`src/rtl/acc_alu.sv`:
```
module acc_alu #(
  parameter int W = 8
) (
  input  logic         clk,
  input  logic         rst_n,
  input  logic         op_valid,
  input  logic [3:0]   op,
  input  logic [W-1:0] a_in,
  input  logic [W-1:0] b_in,
  output logic [W-1:0] result,
  output logic         cy,
  output logic         zf,
  output logic         sf,
  output logic         pf,
  input  logic [3:0]   cond_sel,
  output logic         cond_true
);

  localparam logic [3:0] OP_ADD = 4'd0, OP_ADC = 4'd1, OP_SUB = 4'd2, OP_SBB = 4'd3,
                         OP_AND = 4'd4, OP_OR  = 4'd5, OP_XOR = 4'd6, OP_INC = 4'd7,
                         OP_DEC = 4'd8, OP_CMA = 4'd9, OP_CMC = 4'd10;

  localparam logic [W:0] ONE = {{W{1'b0}}, 1'b1};

  logic [W:0] ax, bx, cx, wide;
  logic       c_nxt, set_zsp;

  assign ax = {1'b0, a_in};
  assign bx = {1'b0, b_in};
  assign cx = {{W{1'b0}}, cy};

  always_comb begin
    wide    = ax;
    c_nxt   = cy;
    set_zsp = 1'b1;
    case (op)
      OP_ADD: begin wide = ax + bx;      c_nxt = wide[W]; end
      OP_ADC: begin wide = ax + bx + cx; c_nxt = wide[W]; end
      OP_SUB: begin wide = ax - bx;      c_nxt = wide[W]; end
      OP_SBB: begin wide = ax - bx - cx; c_nxt = wide[W]; end
      OP_AND: begin wide = ax & bx;      c_nxt = 1'b0;    end
      OP_OR:  begin wide = ax | bx;      c_nxt = 1'b0;    end
      OP_XOR: begin wide = ax ^ bx;      c_nxt = 1'b0;    end
      OP_INC: wide = ax + ONE;
      OP_DEC: wide = ax - ONE;
      OP_CMA: begin wide = {1'b0, ~a_in}; set_zsp = 1'b0; end
      OP_CMC: begin c_nxt = ~cy;          set_zsp = 1'b0; end
      default: set_zsp = 1'b0;
    endcase
  end

  assign result = wide[W-1:0];

  always_ff @(posedge clk or negedge rst_n) begin
    if (!rst_n) begin
      cy <= 1'b0;
      zf <= 1'b0;
      sf <= 1'b0;
      pf <= 1'b0;
    end else if (op_valid) begin
      cy <= c_nxt;
      if (set_zsp) begin
        zf <= (result == '0);
        sf <= result[W-1];
        pf <= ~^result;
      end
    end
  end

  logic base;
  always_comb begin
    case (cond_sel[2:1])
      2'd0:    base = zf;
      2'd1:    base = cy;
      2'd2:    base = pf;
      default: base = sf;
    endcase
  end
  assign cond_true = cond_sel[3] | (cond_sel[0] ? base : ~base);

  a_r9_idle_hold: assert property (@(posedge clk) disable iff (!rst_n)
    !op_valid |=> $stable({cy, zf, sf, pf}));
  a_r5_incdec_keep_carry: assert property (@(posedge clk) disable iff (!rst_n)
    (op_valid && (op == OP_INC || op == OP_DEC)) |=> cy == $past(cy));
  a_r4_logic_clears_carry: assert property (@(posedge clk) disable iff (!rst_n)
    (op_valid && (op == OP_AND || op == OP_OR || op == OP_XOR)) |=> !cy);
  a_r7_cmc_flip: assert property (@(posedge clk) disable iff (!rst_n)
    (op_valid && op == OP_CMC) |=> (cy != $past(cy)) && $stable({zf, sf, pf}));
  a_r6_cma_no_flags: assert property (@(posedge clk) disable iff (!rst_n)
    (op_valid && op == OP_CMA) |=> $stable({cy, zf, sf, pf}));
  a_r8_zero_flag: assert property (@(posedge clk) disable iff (!rst_n)
    (op_valid && op <= OP_DEC) |=> zf == ($past(result) == '0));
  a_r10_always: assert property (@(posedge clk) disable iff (!rst_n)
    cond_sel[3] |-> cond_true);

endmodule

```
`config.mk`:
```
export PLATFORM = sky130hd
export DESIGN_NAME = acc_alu
export DESIGN_NICKNAME = d
export VERILOG_FILES = /design/src/rtl/acc_alu.sv
export SDC_FILE = /design/constraint.sdc
export NUM_CORES = 1
export LEC_CHECK = 0
export ABC_AREA = 1
export BUFFER_PORTS_ARGS = -buffer_cell sky130_fd_sc_hd__buf_2
export CORE_UTILIZATION = 44
export CTS_BUF_LIST = sky130_fd_sc_hd__clkbuf_8
export CTS_CLUSTER_DIAMETER = 100
export DETAILED_ROUTE_END_ITERATION = 10
export GPL_ROUTABILITY_DRIVEN = 0
export SETUP_SLACK_MARGIN = 0.3
export SYNTH_ARGS = -nofsm -noshare
export SYNTH_HDL_FRONTEND = slang
export SYNTH_SLANG_ARGS = --single-unit
```
`constraint.sdc`:
```
create_clock -name clk -period 2.7 [get_ports clk]
set_input_delay 0.405 -clock clk [delete_from_list [all_inputs] [get_ports clk]]
set_output_delay 0.405 -clock clk [all_outputs]
set_load 0.01 [all_outputs]
```
==> results.toml, run 1 <==
[run_status]
status = "finished, violations left"
failed_checks = "negative setup slack"

[timing]
final-hold-violation-count = 0
final.hold.worst_slack_ns = 0.506
final.period_utilization_pct = 109
grt_setup_unrepaired = "true"
max_freq_mhz = 340
fin_worst_skew_ns = 0.00124
maxSlewHeadroom_pct = 66.6
worst_slew_pin_slew_ns = 0.498
finalSetupViolCount = 9
setup_tns_ns = -1.42
fin_crit_ns = 2.94
timing_max_transition_violations_final = 0
finalWorstSetupSlack_ns = -0.244

[route]
detailroute.via_count = 3791
route.detailed.drc = 0
wl_um = 10800
final_antenna_net_count = 0
drt_iter0_markers = 383
routed_via_density = 5.49
route.detailed.wl_per_inst_um = 15.6
detail_route.first_pass.iterations = 5

[clock_network]
clkSinkCount = 4
cts_max_level = 1
tritoncts = "built"
cts-buffers-inserted = 3
cts_root_buffer = "clkbuf_8"
clkTransAtPathRegs_ns = 0.03
clockBufferDepth = 2
clock_insertion_delay_worst_skew_ns = 0.22

[setup_path]
buffer_and_inverter_count_on_the_worst_path = 5
critPathArrivalTime_ns = 2.54
critical_register_to_register_path_startpoint = "cy$_DFFE_PN0P_"
cp_cell_sequence = "buf_2 -> inv_1 -> ha_2 -> nor2_1 -> nand2_1 -> nand3b_1 -> nand2_1 -> nand2_1 -> nand2_2 -> nor2_1 -> nor2_1 -> nand4_1 -> nand2_1 -> buf_4 -> inv_2 -> buf_6"
critical_path.slowest_cell = "ha_2"
cp_max_fo = 7
worst_path_largest_cell_delay_ns = 0.33
crit_family = "simple AND/OR/NAND/NOR gates"
regToRegSetupSlack_ns = 0.20
timing.rr.end = "pf$_DFFE_PN0P_"
endpoint_kind = "output port"
worstPathRequired_ns = 2.30
startpoint_type = "input port"
critical_path_class = "input port to output port"
r2r.worst_path.cells = 13
critPathMostFrequentCell = "nand2_1"

[die]
die-width_um = 79.6
number_of_cell_rows = 27
die_height_um = 79.6
top_level_ports = 40
starting_density_of_the_core_pct = 47.0
design.core.area_mm2 = 0.00564
die_area_mm2 = 0.00633

[yosys]
synth.ff_latch_count = 4
synth_top_cell_area_share_pct = 17.9
ys.warnings.count = 0
number_of_enable_flip_flop_cells_after_synthesis = 0
synth.distinct_cells = 37
synth_top_flop_cell = "dfrtp_1"
synth_fp_nets = 535
syn-mean-instance-area_um2 = 5.67
synth_top_cell_by_area = "ha_1"
synth_area_mm2 = 0.00265
netlist_top_cells_count = "nand2_1, inv_1, nand3_1, nor2_1, ha_1"
share_of_the_yosys_chip_area_belonging_to_registers_pct = 3.78
yosys.cell_count.top_type = "nand2_1"
synth_top_cells_by_area = "ha_1, nand2_1, inv_1"
synthesis.instances = 467
async_flop_share_pct = 100

[grt]
grt_usage_pct = 33.5
overflow = 0
grt_antenna_before_repair = 0
wire_length_of_the_first_global_routing_pass_um = 16400
first_global_vias = 3530
largest_net_degree_at_the_start_of_global_routing = 13

[hold_path]
worstHoldPathType = "register to register"
hold_path_end = "sf$_DFFE_PN0P_"
hold_path_depth = 2
worst_hold_startpoint = "sf$_DFFE_PN0P_"

[power]
power.leakage_nw = 2.24
peakVddDrop_uv = 396
pwr_per_cell_area_mw_per_mm2 = 287

[placement]
detailedPlacementHpwl_um = 8270
place.port_buffers = 39
dpl_worst_slack_ns = -0.596
dpl.cell_count = 673

[cells_and_area]
count_of_non_filler_cells_in_the_finished_layout = 691
antenna_cells = 0
layout-drive-gt1-share_pct = 43.5
final_nets = 689
areaGrowthSynthToFinish_pct = 60.7
post-route-util_pct = 75.4

[run]
max_cap_violations = 0
metrics by stage:
stage | total power, mW | cell area, um^2
floorplan | 0.562 | 2700
global placement | 0.891 | 3690
detailed placement | 0.908 | 3690
CTS | 1.11 | 3980
global route | 1.32 | 4260
finish | 1.22 | 4260
layout by cell type (no fill, tap or decap), types with 14 or more instances in the layout:
master / instances
a21oi_1: 20
buf_2: 30
buf_4: 109
ha_1: 25
inv_1: 61
inv_2: 18
nand2_1: 105
nand2_2: 14
nand3_1: 38
nor2_1: 38
metal layers:
layer  global-route usage, %  vias up  routed length [um]  part of all wire, %
met1                    42.3     1713                4350                   40
li1                        -     1836                   -                    -
met4                    9.27        0                 400                  3.7
met5                       0        -                   0                    0
met3                    5.14       44                 916                  8.5
met2                    58.4      198                5100                   47
state kept, by name, summed over array words and instances (netlist names):
register / flops
cy: 1
zf: 1
sf: 1
pf: 1
timing repair:
item,in CTS,in global routing
setup buffers,6,8
pin swaps,30,31
resized for setup,57,55
endpoints found under the setup margin,12,12
endpoints found under the hold margin,4,0
hold buffers,1,0
gates cloned,0,0
worst register-to-register path: stages (launching register included):
cell and delay (ns):
dfrtp_1 0.44, ha_1 0.29, nand2_1 0.12, nor2_2 0.06, nand3_1 0.13, buf_4 0.13, nand2_1 0.07, o21ai_2 0.17
o22ai_2 0.10, buf_4 0.15, ha_1 0.32, xnor2_2 0.15, xnor2_1 0.17, o21ai_1 0.07
how the worst max path moves through the flow:
stage,start,endpoint,cells after the start
finish,b_in[5],result[7],16
global placement,a_in[0],pf$_DFFE_PN0P_,20
floorplan,a_in[0],pf$_DFFE_PN0P_,16
global route,a_in[0],result[7],17
CTS,a_in[0],result[2],14
detailed placement,a_in[0],pf$_DFFE_PN0P_,20
logic make-up after synthesis:
logic type,Yosys count,synth area share (%)
adders and majority gates,41,20.2
buffers and inverters,90,14.0
xor gates and xnor gates,7,2.88
and+or+nand+nor,246,41.3
AOI/OAI and AO/OA,79,17.8
DFF,4,3.78
final cells by class:
cell class / instances / area, um^2
Multi-Input combinational cell: 373 / 2530
Fill cell: 473 / 1390
Timing Repair Buffer: 154 / 1160
Inverter: 85 / 335
Sequential cell: 4 / 100
Tap cell: 72 / 90.1
Clock buffer: 3 / 41.3
power by group:
group | internal, mW | switching, mW | total, mW
registers | 0.0743 | 0.0146 | 0.0889
clock network | 0.0952 | 0.0322 | 0.127
logic | 0.457 | 0.548 | 1.00
No activity file was read; power rests on OpenSTA's default activity.
==> run 2, diff against run 1 <==
Settings changed: ABC_AREA 1 to unset, CORE_UTILIZATION 44 to 60, PLACE_DENSITY set to 0.83.
==> run 2 against run 1 <==
Against the previous run:
- the run now fails in detailed placement (3_5_place_dp)
- synthesized cell count fell by 19%
- area after synthesis increased by 0.57%
==> results.toml, run 2 <==
[yosys]
synth.ff_latch_count = 4
syn-mean-instance-area_um2 = 7.01
share_of_the_yosys_chip_area_belonging_to_registers_pct = 3.76
synth_top_cell_by_area = "ha_1"
synth_top_cells_by_area = "ha_1, nor2_1, xnor2_1"
synth_top_flop_cell = "dfrtp_1"
number_of_enable_flip_flop_cells_after_synthesis = 0
synth.distinct_cells = 66
synth_fp_nets = 448
synthesis.instances = 380
ys.warnings.count = 0
synth_top_cell_area_share_pct = 17.8
yosys.cell_count.top_type = "nor2_1"
async_flop_share_pct = 100
netlist_top_cells_count = "nor2_1, ha_1, inv_1"
synth_area_mm2 = 0.00266

[run_status]
flow.first_error = "[ERROR DPL-0038] Utilization greater than 100%, impossible to legalize"
stage_at_which_the_run_stopped = "detailed placement (3_5_place_dp)"
status = "stopped before the end"

[die]
number_of_cell_rows = 23
starting_density_of_the_core_pct = 64.3
top_level_ports = 40
die_height_um = 68.6
die-width_um = 68.6

[placement]
place.port_buffers = 39
[run 2: stage by stage]
stage	cells	setup slack (ns)	cell area [um^2]	setup TNS, ns
after floorplan	380	-0.318	2920	-0.460
after global placement	591	-0.611	4150	-3.90
[run 2: cell families after synthesis]
kind of cell,after synthesis,share of synthesized area [%]
buffers and inverters,53,7.94
XOR/XNOR,23,7.84
adder cells (fa/ha/maj),41,20.1
multiplexers,4,2.44
AND/OR/NAND/NOR,123,23.2
AO/OA/AOI/OAI,132,34.8
flip-flops,4,3.76
==> run 3, diff against run 2 <==
Settings changed: CORE_UTILIZATION 60 to 40, CTS_BUF_LIST sky130_fd_sc_hd__clkbuf_8 to unset, CTS_CLUSTER_DIAMETER 100 to unset, PLACE_DENSITY 0.83 to unset, PLACE_DENSITY_LB_ADDON set to 0.15, SETUP_SLACK_MARGIN 0.3 to unset.
==> run 3 against run 2 <==
Against the previous run:
- synthesized cell count unchanged
- area after synthesis stayed put
- the flow now finishes, with violations (negative setup slack)
==> results.toml, run 3 <==
[run_status]
status = "finished, violations left"
failed_checks = "negative setup slack"

[die]
top_level_ports = 40
die-width_um = 83.6
die_height_um = 83.6
die_area_mm2 = 0.00699
number_of_cell_rows = 29
starting_density_of_the_core_pct = 41.7
design.core.area_mm2 = 0.00639

[setup_path]
critPathArrivalTime_ns = 2.79
worstPathRequired_ns = 2.30
endpoint_kind = "output port"
cp_max_fo = 4
worst_path_largest_cell_delay_ns = 0.31
buffer_and_inverter_count_on_the_worst_path = 4
startpoint_type = "input port"
critical_path_class = "input port to output port"
crit_family = "compound AO/OA/AOI/OAI gates"
critical_path.slowest_cell = "a2111oi_4"
critPathMostFrequentCell = "buf_4"
cp_cell_sequence = "buf_4 -> buf_4 -> ha_2 -> or2_4 -> buf_4 -> a2111oi_4 -> a21boi_4 -> nand4_4 -> xnor2_2 -> nor2_2 -> o32a_1 -> buf_2"

[yosys]
synth_fp_nets = 448
synth_top_cells_by_area = "ha_1, nor2_1, xnor2_1"
synth_top_flop_cell = "dfrtp_1"
synth_top_cell_by_area = "ha_1"
synth.distinct_cells = 66
share_of_the_yosys_chip_area_belonging_to_registers_pct = 3.76
async_flop_share_pct = 100
synth.ff_latch_count = 4
syn-mean-instance-area_um2 = 7.01
number_of_enable_flip_flop_cells_after_synthesis = 0
netlist_top_cells_count = "nor2_1, ha_1, inv_1"
synth_area_mm2 = 0.00266
ys.warnings.count = 0
synthesis.instances = 380
synth_top_cell_area_share_pct = 17.8
yosys.cell_count.top_type = "nor2_1"

[timing]
worst_slew_pin_slew_ns = 0.550
final-hold-violation-count = 0
grt_setup_unrepaired = "true"
timing_max_transition_violations_final = 0
fin_worst_skew_ns = 0.000911
finalWorstSetupSlack_ns = -0.497
fin_crit_ns = 3.20
maxSlewHeadroom_pct = 63.0
max_freq_mhz = 313
final.hold.worst_slack_ns = 0.525
finalSetupViolCount = 10
final.period_utilization_pct = 118
setup_tns_ns = -3.23

[cells_and_area]
post-route-util_pct = 76.7
antenna_cells = 0
areaGrowthSynthToFinish_pct = 84.0
final_common_cell = "buf_4"
layout-drive-gt1-share_pct = 54.9
layout.cell_area.non_filler_mm2 = 0.00490
final_nets = 629
mostFrequentLayoutCells = "buf_4, nor2_1, buf_2"

[grt]
grt_usage_pct = 34.9
largest_net_degree_at_the_start_of_global_routing = 26
first_global_vias = 3870
wire_length_of_the_first_global_routing_pass_um = 19500
grt_antenna_before_repair = 0
overflow = 0

[route]
routed_via_density = 6.27
detailroute.via_count = 3985
route.detailed.drc = 0
detail_route.first_pass.iterations = 5
drt_iter0_markers = 408
wl_um = 12800
route.detailed.wl_per_inst_um = 20.1
final_antenna_net_count = 0

[clock_network]
clkTransAtPathRegs_ns = 0.03
cts-buffers-inserted = 3
cts_max_level = 1
clock_insertion_delay_worst_skew_ns = 0.22
clkSinkCount = 4
cts_root_buffer = "clkbuf_8"
tritoncts = "built"
clockBufferDepth = 2

[placement]
detailedPlacementHpwl_um = 8820
place.port_buffers = 39
dpl_cell_area_mm2 = 0.00402

[power]
peakVddDrop_uv = 391
power.leakage_nw = 2.24
pwr_per_cell_area_mw_per_mm2 = 297

[run]
max_cap_violations = 0

[hold_path]
worstHoldPathType = "input port to async pin"
## run 3: worst paths after layout
check | startpoint | to | slack (ns) | depth (start not counted)
worst max-delay path | a_in[2] | result[6] | -0.50 | 12
worst min-delay path | rst_n | sf$_DFFE_PN0P_ | 0.53 | 2
worst max register to register | cy$_DFFE_PN0P_ | pf$_DFFE_PN0P_ | -0.16 | 13
worst min register to register | zf$_DFFE_PN0P_ | zf$_DFFE_PN0P_ | 0.53 | 2
max in group asynchronous | rst_n | pf$_DFFE_PN0P_ | 2.04 | 2
min in group clk | op_valid | sf$_DFFE_PN0P_ | 0.53 | 3
## run 3: kinds of logic (layout without fill, tap and decap cells)
kind of cell | Yosys count | count (layout) | share of synthesized area, %
xor+xnor | 23 | 23 | 7.84
simple gates | 123 | 123 | 23.2
fa+ha+maj | 41 | 41 | 20.1
compound gates | 132 | 132 | 34.8
flops | 4 | 4 | 3.76
mux | 4 | 4 | 2.44
buf+inv | 53 | 232 | 7.94
## run 3: area by class of cell
type | instances | area [um^2]
multi-input combinational | 323 | 3060
fill | 449 | 1490
timing repair buffer | 193 | 1450
inverter | 36 | 155
sequential | 4 | 100
tap | 77 | 96.3
clock buffer | 3 | 41.3
## run 3: metrics by stage
step	power (mW)	setup slack (ns)	cells
floorplan	0.619	-0.324	380
global placement	1.02	-0.735	611
detailed placement	1.04	-0.745	611
CTS	1.35	-0.418	626
global route	1.54	-0.601	636
finish	1.45	-0.497	636
## run 3: what timing repair did
| item | in CTS | in global routing |
|---|---|---|
| gates cloned | 0 | 0 |
| resized for setup | 114 | 25 |
| hold buffers | 1 | 0 |
| hold endpoints to repair | 4 | 0 |
| buffers inserted | 15 | 11 |
| pin swaps | 53 | 25 |
| endpoints found under the setup margin | 11 | 12 |
## run 3: metal layers
| layer | share of wire [%] | wire length [um] | GRT usage (%) |
|---|---|---|---|
| met2 | 48 | 6150 | 59.6 |
| met1 | 39 | 5000 | 42.9 |
| met4 | 4.6 | 586 | 15.3 |
| met3 | 8.2 | 1050 | 5.64 |
| met5 | 0 | 0 | 0 |
## run 3: report_power, final
group	switching, mW	internal [mW]
sequential	0.0143	0.0736
clock	0.0361	0.0955
combinational	0.620	0.615
total	0.671	0.784
